===== config.mk =====
export PLATFORM = sky130hd
export DESIGN_NAME = serial_rx_core
export DESIGN_NICKNAME = d
export VERILOG_FILES = /design/src/rtl/serial_rx_pkg.sv /design/src/rtl/rx_line_filter.sv /design/src/rtl/rx_frame_fsm.sv /design/src/rtl/rx_status_regs.sv /design/src/rtl/serial_rx_core.sv
export SDC_FILE = /design/constraint.sdc
export NUM_CORES = 1
export LEC_CHECK = 0
export ABC_AREA = 1
export BUFFER_PORTS_ARGS = -buffer_cell sky130_fd_sc_hd__buf_2
export CELL_PAD_IN_SITES_DETAIL_PLACEMENT = 1
export CELL_PAD_IN_SITES_GLOBAL_PLACEMENT = 2
export CORE_MARGIN = 8
export CORE_UTILIZATION = 33
export DETAILED_ROUTE_END_ITERATION = 8
export MAX_ROUTING_LAYER = met4
export PLACE_DENSITY = 0.89
export SYNTH_ARGS = -nofsm -noshare
export SYNTH_HDL_FRONTEND = slang
export SYNTH_SLANG_ARGS = --single-unit

===== constraint.sdc =====
create_clock -name clk -period 1.9 [get_ports clk]
set_clock_uncertainty 0.1 [all_clocks]
set_input_delay 0.475 -clock clk [delete_from_list [all_inputs] [get_ports clk]]
set_output_delay 0.475 -clock clk [all_outputs]
set_load 0.005 [all_outputs]

===== src/rtl/serial_rx_pkg.sv =====
package serial_rx_pkg;
  localparam int RX_MAXW = 8;

  typedef enum logic [2:0] {
    ST_IDLE, ST_START, ST_DATA, ST_PAR, ST_STOP, ST_WAITHI
  } rx_state_t;

  typedef struct packed {
    logic [RX_MAXW-1:0] data;
    logic               par_err;
    logic               frm_err;
    logic               brk;
  } rx_frame_t;
endpackage


===== src/rtl/rx_line_filter.sv =====
module rx_line_filter #(
  parameter int SYNC_STAGES = 2,
  parameter int FILT_LEN    = 2
) (
  input  logic clk,
  input  logic rst,
  input  logic tick,
  input  logic rxd,
  output logic filt
);
  logic [SYNC_STAGES-1:0] sync_q;
  logic [FILT_LEN-1:0]    hist;

  always_ff @(posedge clk) begin
    if (rst) sync_q <= '1;
    else     sync_q <= {sync_q[SYNC_STAGES-2:0], rxd};
  end

  // The filtered level follows only after FILT_LEN equal tick samples
  always_ff @(posedge clk) begin
    if (rst) begin
      hist <= '1;
      filt <= 1'b1;
    end else if (tick) begin
      hist <= {hist[FILT_LEN-2:0], sync_q[SYNC_STAGES-1]};
      if (&hist)       filt <= 1'b1;
      else if (~|hist) filt <= 1'b0;
    end
  end
endmodule


===== src/rtl/rx_frame_fsm.sv =====
module rx_frame_fsm
  import serial_rx_pkg::*;
#(
  parameter int OSR_LOG2 = 4
) (
  input  logic      clk,
  input  logic      rst,
  input  logic      tick,
  input  logic      filt,
  input  logic [1:0] wlen,
  input  logic      par_en,
  input  logic      par_odd,
  output logic      done,
  output rx_frame_t frame
);
  localparam int OS   = 1 << OSR_LOG2;
  localparam int HALF = OS / 2;
  localparam logic [OSR_LOG2-1:0] CNT_END  = OSR_LOG2'(OS - 1);
  localparam logic [OSR_LOG2-1:0] CNT_HALF = OSR_LOG2'(HALF - 1);

  rx_state_t            st;
  logic [OSR_LOG2-1:0]  cnt;
  logic [2:0]           bidx;
  logic [2:0]           last_bit;
  logic [RX_MAXW-1:0]   shd;
  logic                 parb;
  logic                 brk_now;

  assign last_bit = 3'd4 + {1'b0, wlen};
  assign brk_now  = !filt && (shd == '0) && (!par_en || !parb);

  always_ff @(posedge clk) begin
    if (rst) begin
      st    <= ST_IDLE;
      cnt   <= '0;
      bidx  <= '0;
      shd   <= '0;
      parb  <= 1'b0;
      done  <= 1'b0;
      frame <= '0;
    end else begin
      done <= 1'b0;
      if (tick) begin
        case (st)
          ST_IDLE: if (!filt) begin
            st  <= ST_START;
            cnt <= '0;
          end
          ST_START: if (cnt == CNT_HALF) begin
            cnt <= '0;
            if (filt) st <= ST_IDLE;
            else begin
              st   <= ST_DATA;
              bidx <= '0;
              shd  <= '0;
              parb <= 1'b0;
            end
          end else cnt <= cnt + 1'b1;
          ST_DATA: if (cnt == CNT_END) begin
            cnt       <= '0;
            shd[bidx] <= filt;
            if (bidx == last_bit) st <= par_en ? ST_PAR : ST_STOP;
            else                  bidx <= bidx + 1'b1;
          end else cnt <= cnt + 1'b1;
          ST_PAR: if (cnt == CNT_END) begin
            cnt  <= '0;
            parb <= filt;
            st   <= ST_STOP;
          end else cnt <= cnt + 1'b1;
          ST_STOP: if (cnt == CNT_END) begin
            cnt           <= '0;
            done          <= 1'b1;
            frame.data    <= shd;
            frame.brk     <= brk_now;
            frame.frm_err <= !filt && !brk_now;
            frame.par_err <= par_en && !brk_now && (^{shd, parb, par_odd});
            st            <= brk_now ? ST_WAITHI : ST_IDLE;
          end else cnt <= cnt + 1'b1;
          ST_WAITHI: if (filt) st <= ST_IDLE;
          default: st <= ST_IDLE;
        endcase
      end
    end
  end

  // a frame result appears only when the stop bit has just been sampled
  assert_done_after_stop_R12: assert property (@(posedge clk) disable iff (rst)
    done |-> $past(st) == ST_STOP);

  // while waiting for the line to rise after a break, no frame completes
  assert_break_wait_R8: assert property (@(posedge clk) disable iff (rst)
    (st == ST_WAITHI) |=> !done);
endmodule


===== src/rtl/rx_status_regs.sv =====
module rx_status_regs
  import serial_rx_pkg::*;
(
  input  logic               clk,
  input  logic               rst,
  input  logic               done,
  input  rx_frame_t          frame,
  input  logic               rd_data,
  input  logic               rd_status,
  output logic [RX_MAXW-1:0] rx_data,
  output logic               rx_full,
  output logic               err_parity,
  output logic               err_frame,
  output logic               err_overrun,
  output logic               err_break,
  output logic               irq
);
  logic [RX_MAXW-1:0] n_data;
  logic n_full, n_pe, n_fe, n_ovr, n_brk, full_keep;

  always_comb begin
    full_keep = rx_full && !rd_data;
    n_full    = full_keep;
    n_data    = rx_data;
    n_pe      = err_parity  && !rd_status;
    n_fe      = err_frame   && !rd_status;
    n_ovr     = err_overrun && !rd_status;
    n_brk     = err_break   && !rd_status;
    if (done) begin
      if (frame.brk)      n_brk = 1'b1;
      else if (full_keep) n_ovr = 1'b1;
      else begin
        n_full = 1'b1;
        n_data = frame.data;
        n_pe   = n_pe || frame.par_err;
        n_fe   = n_fe || frame.frm_err;
      end
    end
  end

  always_ff @(posedge clk) begin
    if (rst) begin
      rx_data     <= '0;
      rx_full     <= 1'b0;
      err_parity  <= 1'b0;
      err_frame   <= 1'b0;
      err_overrun <= 1'b0;
      err_break   <= 1'b0;
      irq         <= 1'b0;
    end else begin
      rx_data     <= n_data;
      rx_full     <= n_full;
      err_parity  <= n_pe;
      err_frame   <= n_fe;
      err_overrun <= n_ovr;
      err_break   <= n_brk;
      irq         <= n_full || n_pe || n_fe || n_ovr || n_brk;
    end
  end

  assert_overrun_keeps_word_R9: assert property (@(posedge clk) disable iff (rst)
    $rose(err_overrun) |-> ($stable(rx_data) && rx_full));

  assert_read_empties_R10: assert property (@(posedge clk) disable iff (rst)
    (rd_data && !done) |=> !rx_full);

  assert_errors_sticky_R10: assert property (@(posedge clk) disable iff (rst)
    ((err_frame || err_parity) && !rd_status) |=> (err_frame || err_parity));
endmodule


===== src/rtl/serial_rx_core.sv =====
module serial_rx_core
  import serial_rx_pkg::*;
#(
  parameter int OSR_LOG2    = 4,
  parameter int SYNC_STAGES = 2,
  parameter int FILT_LEN    = 2
) (
  input  logic       clk,
  input  logic       rst,
  input  logic       rxd,
  input  logic       smp_tick,
  input  logic [1:0] wlen,
  input  logic       par_en,
  input  logic       par_odd,
  input  logic       rd_data,
  input  logic       rd_status,
  output logic [7:0] rx_data,
  output logic       rx_full,
  output logic       err_parity,
  output logic       err_frame,
  output logic       err_overrun,
  output logic       err_break,
  output logic       irq
);
  logic      filt;
  logic      done;
  rx_frame_t frame;

  rx_line_filter #(.SYNC_STAGES(SYNC_STAGES), .FILT_LEN(FILT_LEN)) i_filter (
    .clk(clk), .rst(rst), .tick(smp_tick), .rxd(rxd), .filt(filt));

  rx_frame_fsm #(.OSR_LOG2(OSR_LOG2)) i_fsm (
    .clk(clk), .rst(rst), .tick(smp_tick), .filt(filt), .wlen(wlen),
    .par_en(par_en), .par_odd(par_odd), .done(done), .frame(frame));

  rx_status_regs i_status (
    .clk(clk), .rst(rst), .done(done), .frame(frame),
    .rd_data(rd_data), .rd_status(rd_status), .rx_data(rx_data),
    .rx_full(rx_full), .err_parity(err_parity), .err_frame(err_frame),
    .err_overrun(err_overrun), .err_break(err_break), .irq(irq));

  assert_irq_combined_R11: assert property (@(posedge clk) disable iff (rst)
    irq == (rx_full || err_parity || err_frame || err_overrun || err_break));
endmodule


## Yosys cells after proc, flatten, opt, wreduce, memory -nomap -nowiden

Cells that the tools add are included.

- Bits in registers: 50
- Bits of input ports: 10
- Output and inout bits: 14
- Logic and storage cells: 136

- Add/sub/neg operators: 3
- $lt $le $gt $ge: 2
- Equal/unequal tests: 18
- Multiplexer cells: 47
- Bitwise gates (word level): 4
- Reductions and logical operators: 42

Operators with widths:

| cell | count |
|---|---|
| $mux W3 | 13 |
| $mux W8 | 3 |
| $mux W1 | 20 |
| $pmux W3 S6 | 1 |
| $pmux W8 S2 | 1 |
| $mux W4 | 3 |
| $ne A2 B1 Y1 const B | 6 |
| $pmux W4 S3 | 1 |
| $logic_and A1 B1 Y1 | 11 |
| $reduce_and A5 Y1 | 2 |
| $reduce_xor A10 Y1 | 1 |
| $reduce_and A3 Y1 | 3 |
| $bwmux W8 | 1 |
| $logic_not A8 Y1 | 1 |
| $ne A2 B2 Y1 const B | 4 |
| $reduce_and A8 Y1 | 1 |
| $logic_or A1 B1 Y1 | 7 |
| $eq A3 B2 Y1 const B | 2 |
| $eq A3 B3 Y1 const B | 2 |
| $logic_not A1 Y1 | 6 |
| $pmux W3 S2 | 1 |
| $reduce_and A6 Y1 | 1 |
| $reduce_or A3 Y1 | 2 |
| $add A4 B1 Y4 const B | 1 |
| 17 further kinds | 22 |

## Longest topological paths before layout

Gate-level depths: netlist of run 1.

- Depth in word-level cells: 10
- Gate-level depth with buffers: 13

## By module

A second synthesis of run 1 with hierarchy kept.

- Cell total of the unflattened synthesis: 376
- Area, all modules: 2,610.0 µm²

Modules (own cells, without submodules):

| module | times used | cells an instance | area each (µm²) |
|---|---|---|---|
| rx_frame_fsm | 1 | 285 | 1,899.3 |
| rx_status_regs | 1 | 70 | 531.8 |
| rx_line_filter | 1 | 21 | 178.9 |

## Least setup slack after synthesis of run 1

Ideal clock, no wire load.

- Path kind: flip-flop to flip-flop
- Start point: reg i_fsm.cnt[0]
- End point: reg i_fsm.bidx[0]
- Library setup time: 0.113 ns
- Arrival: 1.276 ns
- Data required time: 1.687 ns
- Setup slack: 0.411 ns
- Stages on the path, launching flop included: 9
- Path buffers: 0
- Cell sequence: dfxtp_1 ha_1 nand3_1 nand3_1 nand3_1 nor2_4 nand2_1 nor2_1 nor2_1

- Cells in the longest elaborated chain, start to end: 3

RTL lines:

| element | line | text |
|---|---|---|
| start: declaration | rx_frame_fsm.sv:22 | `logic [OSR_LOG2-1:0] cnt;` |
| start signal: assignment | rx_frame_fsm.sv:58 | `end else cnt <= cnt + 1'b1;` |
| start signal: assignment | rx_frame_fsm.sv:64 | `end else cnt <= cnt + 1'b1;` |
| start signal: assignment | rx_frame_fsm.sv:69 | `end else cnt <= cnt + 1'b1;` |
| $eq A4 B4 Y1 / $eq A4 B3 Y1 (equally long branches) | rx_frame_fsm.sv:59, rx_frame_fsm.sv:49 |  |
| $ne A2 B1 Y1 (no line) | -- |  |
| $reduce_and A6 Y1 (no line) * | -- |  |
| end signal: assignment | rx_frame_fsm.sv:63 | `else bidx <= bidx + 1'b1;` |
| end: declaration | rx_frame_fsm.sv:23 | `logic [2:0] bidx;` |

Every way passes the cells marked *; elsewhere a longest branch is shown, timed or not.
A chain may end at the register's enable or synchronous reset.

## Worst setup path in the final report of run 1

Ends and elaborated chain as after synthesis.

==> impl_metrics.ini, run 1 <==
[run_status]
status = finished clean

[timing]
fmax_mhz = 581
hold_ws_ps = 253
post-route-min-period_ps = 1720
drv_slew = 0
worst_pin_slew_ps = 282
rsz0062_at_grt = no
hold_violations = 0
finalSetupTns_ps = 0
finalCritPeriodShare = 0.905
setup_viol = 0
slew_headroom = 0.810

[synth]
synth_area_leaders = dfxtp_1 (40%), nand2_1 (12%), nor2_1 (7.5%)
synth_cell_type_count = 34
syn_nets = 377
synth_top_area_cell = dfxtp_1
async_flop_share = 0
synth_common_cells = nand2_1 (78), dfxtp_1 (50), nor2_1 (50)
ys_seq_area_frac = 0.400
synthCells = 360
synth_top_area_frac = 0.400
synth_seq_cells = 50
syn_avg_cell_area_um2 = 6.96
syn_area_um2 = 2500
ys_warn_count = 0
synth_flop_cell = dfxtp_1
synth.most_common_cell = nand2_1
synth_edf_count = 0

[routing]
routed_via_density = 4.79
finalWirelength_um = 6400
drt-pass1-iter-count = 4
vias = 2338
antenna_left = 0
wl_per_cell_um = 13.1
drt_iter0_markers = 88
drc = 0

[power_and_ir_drop]
power_w = 0.00253
ir_worst_vdd_uv = 322
p_sw_w = 0.000910
switching_share = 0.360
leakagePower_nw = 1.19
p_int_w = 0.00162
power_density_nw_per_um2 = 888
pwr-share-comb = 0.290
clkPwrFrac = 0.262
pwr-share-seq = 0.448

[placement]
post_dp_cell_area_um2 = 2750
hpwl_um = 4990
dp_cells = 480
port_buffers = 23
place_congestion = 0.873

[hold_path]
worstHoldPathType = primary input to flip-flop

[floorplanning]
initial_utilization = 0.344
die_x_um = 103
ios = 24
core_area_um2 = 7290
die_h_um = 103
dieArea_um2 = 10600
row_count = 31

[clocking]
cts_resized = 0
cts_root_buffer = clkbuf_8
cts_buffer_depth = 2
ctsHtreeMaxLevel = 2
clock-sinks = 50
clk_latency_ps = 310
numCtsBuffers = 5
holdBufCountCts = 0
cts_tree = built
postCtsSetupRepairBufs = 0
clk_pin_slew_ps = 100

[critical_path]
critical_path_class = flip-flop to flip-flop
crit_arrival_ps = 1830
path_buf_inv = 0
slowest_stage = dfxtp_1
worstPathRequired_ps = 2010
crit_path_end_kind = flip-flop
max_stage_delay_ps = 370
crit_chain = ha_1 -> nand3_1 -> nand3_1 -> nand3_1 -> nor2_4 -> nand2_1 -> nor2_1 -> nor2_1
critPathMostFrequentCell = nand3_1
cp_max_fo = 10
path_delay_family = simple AND/OR/NAND/NOR gates
crit_path_start_kind = flip-flop

[finish]
layout-drive-gt1-share = 0.154
layoutNonFillerInstCount = 488
n_antenna_cell = 0
n_fill_cell = 974
nNetsFinal = 405
area_delta_synth_final_pct = 13.5
final_cell_area_um2 = 2840

[global_routing]
grt_pass1_wl_um = 11000
grt_max_degree = 22
grt.total_usage = 0.133
antenna_found_initial = 0
overflow = 0
grt_pass1_vias = 2422

[flow_run]
maxCapViolCount = 0
worst register-to-register path: cells and delay by family (launching register included):
kind,cells,cell delay (ps)
DFF,1,370
adders and majority gates,1,220
and+or+nand+nor,7,940
layer usage:
| layer | share of wire | vias up | global-route usage |
|---|---|---|---|
| met1 | 0.48 | 1099 | 0.157 |
| li1 | - | 1211 | - |
| met3 | 0.031 | 7 | 0.0250 |
| met4 | 0.010 | 0 | 0.0400 |
| met2 | 0.48 | 21 | 0.225 |
| met5 | 0 | - | - |
cell families after synthesis:
logic type      after synthesis  share of synthesized area
flops                        50                      0.400
buf+inv                      53                     0.0839
compound gates               59                      0.129
simple gates                185                      0.332
xor+xnor                      6                     0.0210
fa+ha+maj                     7                     0.0350
layout make-up:
cell class	count	area (um^2)	area share
multi-input combinational	257	1290	0.455
sequential	50	1000	0.352
clock inverter	2	12.5	0.00440
inverter	45	170	0.0598
timing repair buffer	29	160	0.0563
tap	99	124	0.0436
clock buffer	6	82.6	0.0290
power groups by stage:
stage | sequential (W) | clock [W] | combinational (W)
final | 0.00113 | 0.000661 | 0.000734
after global routing | 0.00114 | 0.000732 | 0.000839
after CTS | 0.00113 | 0.000682 | 0.000735
after detailed placement | 0.00116 | 0 | 0.000732
after global placement | 0.00115 | 0 | 0.000715
after floorplan | 0.00115 | 0 | 0.000546
through the flow:
stage / setup slack, ps / utilization
6_report: 180 / 0.390
2_1_floorplan: 411 / -
3_5_place_dp: 172 / 0.377
5_1_grt: 5.68 / 0.390
4_1_cts: 172 / 0.390
3_3_place_gp: 231 / 0.377
path summary, 6_finish.rpt:
kind | from | end | cells past startpoint | slack (ps)
worst max register to register | i_fsm.cnt[0]$_SDFFE_PP0P_ | i_fsm.bidx[0]$_SDFFE_PP0P_ | 8 | 180
worst max-delay path | i_fsm.cnt[0]$_SDFFE_PP0P_ | i_fsm.bidx[0]$_SDFFE_PP0P_ | 8 | 180
worst min-delay path | rxd | i_filter.sync_q[0]$_SDFF_PP1_ | 2 | 250
worst min register to register | i_filter.sync_q[0]$_SDFF_PP1_ | i_filter.sync_q[1]$_SDFF_PP1_ | 1 | 330
flip-flops by register name (all words and copies together) (netlist names):
| name | flops |
|---|---|
| i_status.err_overrun | 1 |
| i_status.rx_data | 8 |
| i_status.err_frame | 1 |
| i_status.err_break | 1 |
| i_filter.filt | 1 |
| i_status.err_parity | 1 |
| i_fsm.frame | 11 |
| i_fsm.cnt | 4 |
| i_fsm.st | 3 |
| i_status.irq | 1 |
| i_filter.sync_q | 2 |
| i_fsm.shd | 8 |
| i_fsm.done | 1 |
| i_filter.hist | 2 |
| i_fsm.bidx | 3 |
| i_fsm.parb | 1 |
| i_status.rx_full | 1 |
cells in the final DEF (no fill, tap or decap), types with 2 or more instances in the layout:
master    netlist  final
inv_2           4      4
nand2_1        78     78
nand3_2         3      3
nor2_1         50     50
dfxtp_1        50     50
clkbuf_8        0      6
nor2_4          2      2
buf_2           2     23
buf_4           0      6
or2_2           7      7
nand4_1         5      5
o21ai_0        24     24
nand3_1        28     28
nor2_2          3      3
clkinv_2        1      2
a21oi_1        27     27
xnor2_1         5      5
ha_1            7      7
nor3_1          4      4
inv_1          39     39
nand3b_1        2      2
(Power assumes the default switching activity.)
==> run 2: changes to the inputs <==
PLACE_DENSITY = 0.88   (was 0.89)
SYNTH_HIERARCHICAL = 1   (was default)
==> impl_metrics.ini, run 2 <==
[placement]
port_buffers = 23
place_congestion = 0.804
hpwl_um = 4850
post_dp_cell_area_um2 = 2830

[global_routing]
grt.total_usage = 0.121
grt_max_degree = 24
antenna_found_initial = 0
overflow = 0
grt_pass1_wl_um = 11000
grt_pass1_vias = 2429

[timing]
drv_slew = 0
post-route-min-period_ps = 1740
finalCritPeriodShare = 0.916
slew_headroom = 0.767
hold_ws_ps = 244
fmax_mhz = 574
worst_pin_slew_ps = 349
setup_viol = 0
hold_violations = 0
finalSetupTns_ps = 0

[critical_path]
cp_max_fo = 5
crit_path_end_kind = flip-flop
worstPathRequired_ps = 2010
critical_path_class = flip-flop to flip-flop
crit_path_start_kind = flip-flop
crit_arrival_ps = 1850

[synth]
syn_avg_cell_area_um2 = 6.94
synthCells = 376
ys_warn_count = 6
ys_seq_area_frac = 0.384
async_flop_share = 0
synth_top_area_cell = dfxtp_1
synth_flop_cell = dfxtp_1
synth_seq_cells = 50
synth_cell_type_count = 31
synth_edf_count = 0
synth_top_area_frac = 0.384
syn_area_um2 = 2610
synth_common_cells = nand2_1 (90), dfxtp_1 (50), nand3_1 (41), nor2_1 (41), inv_1 (38)
synth_area_leaders = dfxtp_1 (38%), nand2_1 (13%), nand3_1 (7.9%)
synth.most_common_cell = nand2_1
syn_nets = 393

[routing]
drc = 0
vias = 2368
drt-pass1-iter-count = 4
finalWirelength_um = 6310
routed_via_density = 4.71
antenna_left = 0
drt_iter0_markers = 77
wl_per_cell_um = 12.5

[power_and_ir_drop]
p_sw_w = 0.00100
pwr-share-seq = 0.423
power_density_nw_per_um2 = 930
leakagePower_nw = 1.28
switching_share = 0.364
p_int_w = 0.00175
ir_worst_vdd_uv = 292
power_w = 0.00275
pwr-share-comb = 0.288
clkPwrFrac = 0.289

[clocking]
clk_pin_slew_ps = 100
cts_root_buffer = clkbuf_8
ctsHtreeMaxLevel = 2
numCtsBuffers = 5
cts_tree = built
cts_buffer_depth = 2
clock-sinks = 50
clk_latency_ps = 310
holdBufCountCts = 0

[finish]
n_antenna_cell = 0
largest-register = i_fsm/frame
layout-drive-gt1-share = 0.152
largest_reg_flops = 11
final_cell_area_um2 = 2960
final_common_cell = nand2_1
nNetsFinal = 417
reg.largest.list = i_fsm/frame: 11 flops, i_fsm/shd: 8 flops, i_status/rx_data: 8 flops
area_delta_synth_final_pct = 13.5
final_cell_mix = nand2_1 (90), dfxtp_1 (50), nor2_1 (41)

[floorplanning]
die_x_um = 105
dieArea_um2 = 11000
ios = 24
initial_utilization = 0.340
core_area_um2 = 7690
die_h_um = 105
row_count = 32

[run_status]
status = finished clean

[hold_path]
worstHoldPathType = primary input to flip-flop

[flow_run]
maxCapViolCount = 0
[run 2: path summary, 6_finish.rpt]
kind | from | endpoint | slack (ps) | cells after the start
worst max-delay path | i_fsm/cnt[0]$_SDFFE_PP0P_ | i_fsm/st[0]$_SDFFE_PP0P_ | 160 | 8
worst min-delay path | rxd | i_filter/sync_q[0]$_SDFF_PP1_ | 240 | 2
worst max register to register | i_fsm/cnt[0]$_SDFFE_PP0P_ | i_fsm/st[0]$_SDFFE_PP0P_ | 160 | 8
worst min register to register | i_filter/sync_q[0]$_SDFF_PP1_ | i_filter/sync_q[1]$_SDFF_PP1_ | 330 | 1
[run 2: cell families after synthesis]
family | after synthesis | share of synthesized area
compound gates | 53 | 0.108
xor+xnor | 10 | 0.0336
fa+ha+maj | 7 | 0.0336
buf+inv | 55 | 0.0892
flops | 50 | 0.384
simple gates | 201 | 0.352
[run 2: final cells by class]
type	instances	area, um^2
Fill cell	1028	4730
Multi-Input combinational cell	271	1390
Sequential cell	50	1000
Inverter	45	171
Timing Repair Buffer	27	158
Tap cell	102	128
Clock buffer	5	68.8
Clock inverter	3	48.8
[run 2: what timing repair did]
action	CTS	global route
gates resized for setup	0	2
buffers inserted	0	0
endpoints found under the setup margin	0	5
[run 2: metal layers]
metal / GRT usage / vias to the layer above / share of wire
met3: 0.0313 / 5 / 0.037
li1: - / 1250 / -
met1: 0.134 / 1088 / 0.49
met4: 0.0367 / 0 / 0.010
met5: - / - / 0
met2: 0.207 / 25 / 0.46
[run 2: through the flow]
| step | setup slack [ps] | utilization | std cells |
|---|---|---|---|
| CTS | 105 | 0.384 | 503 |
| floorplan | 358 | - | 376 |
| global placement | 258 | 0.369 | 495 |
| global route | -31.5 | 0.385 | 503 |
| finish | 159 | 0.385 | 503 |
| detailed placement | 122 | 0.369 | 495 |
[run 2: power by group through the flow]
| stage | combinational [W] | clock, W | sequential (W) |
|---|---|---|---|
| 4_1_cts | 0.000791 | 0.000823 | 0.00116 |
| 6_report | 0.000793 | 0.000795 | 0.00117 |
| 3_5_place_dp | 0.000787 | 0 | 0.00119 |
| 5_1_grt | 0.000898 | 0.000859 | 0.00117 |
| 2_1_floorplan | 0.000619 | 0 | 0.00116 |
| 3_3_place_gp | 0.000773 | 0 | 0.00119 |
[run 2: critical path, stage by stage (launching register included)]
cell	delay (ps)
dfxtp_1	380
ha_1	240
nand3_2	140
nand3_1	140
nand2_2	90
nor2_1	180
nand3_2	160
nor2_1	150
nor2_1	60
==> run 3: changes to the inputs <==
PLACE_DENSITY = 0.78   (was 0.88)
==> impl_metrics.ini, run 3 (same netlist as run 2, synthesis figures left out) <==
[run_status]
status = finished clean

[critical_path]
slowest_stage = dfxtp_1
crit_path_start_kind = flip-flop
critPathMostFrequentCell = nand3_1
critical_path_class = flip-flop to flip-flop
worstReg2RegEnd = i_fsm/shd[7]$_SDFFE_PP0P_
max_stage_delay_ps = 390
r2r_cells = 9
worstPathRequired_ps = 1990
cp_max_fo = 22
crit_chain = ha_1 -> nand3_1 -> nand3_1 -> nand2_2 -> nor2_4 -> buf_12 -> nand3_1 -> nand2_1 -> a21oi_1
r2r_setup_slack_ps = 160
crit_path_end_kind = flip-flop
crit_arrival_ps = 1830
reg2reg_from = i_fsm/cnt[0]$_SDFFE_PP0P_

[routing]
routed_via_density = 4.65
vias = 2343
finalWirelength_um = 6130
drc = 0
antenna_left = 0
drt-pass1-iter-count = 4
wl_per_cell_um = 12.2
drt_iter0_markers = 61

[power_and_ir_drop]
power_w = 0.00258
power_density_nw_per_um2 = 876
ir_worst_vdd_uv = 466
leakagePower_nw = 1.27

[finish]
layoutNonFillerInstCount = 504
largest_reg_flops = 11
largest-register = i_fsm/frame
nNetsFinal = 419
reg.largest.list = i_fsm/frame: 11 flops, i_fsm/shd: 8 flops, i_status/rx_data: 8 flops
area_delta_synth_final_pct = 12.7
final_common_cell = nand2_1
layout-drive-gt1-share = 0.154
final_cell_area_um2 = 2940
final_cell_mix = nand2_1 (90), dfxtp_1 (50), nand3_1 (40), nor2_1 (40), inv_1 (38)
n_antenna_cell = 0

[timing]
finalCritPeriodShare = 0.914
post-route-min-period_ps = 1740
setup_viol = 0
hold_violations = 0
rsz0062_at_grt = no
drv_slew = 0
slew_headroom = 0.770
finalSetupTns_ps = 0
fmax_mhz = 576
worst_pin_slew_ps = 344
fin_ws_ps = 163

[clocking]
numCtsBuffers = 5
clk_pin_slew_ps = 100
holdBufCountCts = 0
clk_latency_ps = 300
cts_tree = built
cts_root_buffer = clkbuf_8
ctsHtreeMaxLevel = 2
cts_buffer_depth = 2
clock-sinks = 50

[hold_path]
worstHoldPathType = primary input to flip-flop
hold_end = i_filter/sync_q[0]$_SDFF_PP1_
min_path_cells = 2
hold_path.startpoint = rxd

[global_routing]
grtUsageMet3 = 0.0313
grt_max_degree = 23
grt.busiest_layer = met2
overflow = 0
grt.total_usage = 0.119
grt_pass1_vias = 2320
gr-usage-met1 = 0.142
grt_pass1_wl_um = 10700
antenna_found_initial = 0
grt_use_met2 = 0.194

[floorplanning]
dieArea_um2 = 11000
die_h_um = 105
initial_utilization = 0.340
row_count = 32
ios = 24
die_x_um = 105
core_area_um2 = 7690

[flow_run]
maxCapViolCount = 0

[placement]
post_dp_cell_area_um2 = 2850
hpwl_um = 4740
place_congestion = 0.813
place_ws_ps = 117
dp_cells = 497
port_buffers = 23
run 3: cell types whose count changed in the layout (fill, tap and decap cells not counted):
| cell | before | now |
|---|---|---|
| buf_4 | 3 | 5 |
| bufinv_16 | 1 | 0 |
| clkinvlp_4 | 1 | 2 |
| inv_8 | 1 | 0 |
| nand3_1 | 39 | 40 |
| nand3_2 | 2 | 1 |
| nor2_1 | 41 | 40 |
| nor2_2 | 4 | 5 |
run 3: timing repair:
action | CTS | global route
endpoints found under the setup margin | 0 | 3
resized for setup | 0 | 2
setup buffers | 0 | 0
run 3: final cells by class:
cell class	count	area [um^2]
clock inverters	2	15.0
inverters	45	171
clock buffers	5	68.8
repair buffers	29	173
multi-input cells	271	1380
flip-flops and latches	50	1000
fillers	1005	4750
well taps	102	128
run 3: power by group:
group          leakage [nW]  switching (W)  internal (W)
Clock                0.0362       0.000365      0.000252
Sequential            0.404      0.0000651       0.00109
Combinational         0.834       0.000534      0.000268
Total                  1.27       0.000964       0.00161
run 3: worst max-delay path, delay by kind of cell (launching register included):
kind                     cells  cell delay (ps)
buffers and inverters        1              160
adder cells (fa/ha/maj)      1              230
AND/OR/NAND/NOR              6              690
flip-flops                   1              390
AO/OA/AOI/OAI                1               50
run 3: how the worst max path moves through the flow:
stage / from / to / slack, ps / cells past startpoint
after floorplan: i_fsm/cnt[0]$_SDFFE_PP0P_ / i_fsm/shd[2]$_SDFFE_PP0P_ / 360 / 9
after global placement: i_fsm/cnt[0]$_SDFFE_PP0P_ / i_fsm/st[0]$_SDFFE_PP0P_ / 250 / 8
after detailed placement: i_fsm/cnt[0]$_SDFFE_PP0P_ / i_fsm/st[0]$_SDFFE_PP0P_ / 120 / 8
after CTS: i_fsm/cnt[0]$_SDFFE_PP0P_ / i_fsm/st[0]$_SDFFE_PP0P_ / 90 / 8
after global routing: i_fsm/cnt[0]$_SDFFE_PP0P_ / i_fsm/shd[0]$_SDFFE_PP0P_ / 20 / 9
final: i_fsm/cnt[0]$_SDFFE_PP0P_ / i_fsm/shd[7]$_SDFFE_PP0P_ / 160 / 9
run 3: per-layer routing:
layer,up-vias,share of wire
li1,1249,-
met5,-,0
met2,26,0.46
met1,1066,0.49
met4,0,0.0073
met3,2,0.039
run 3: per-stage QoR:
step,util,hold slack (ps)
3_3_place_gp,0.371,286
4_1_cts,0.382,239
3_5_place_dp,0.371,293
2_1_floorplan,-,283
5_1_grt,0.382,237
6_report,0.382,252
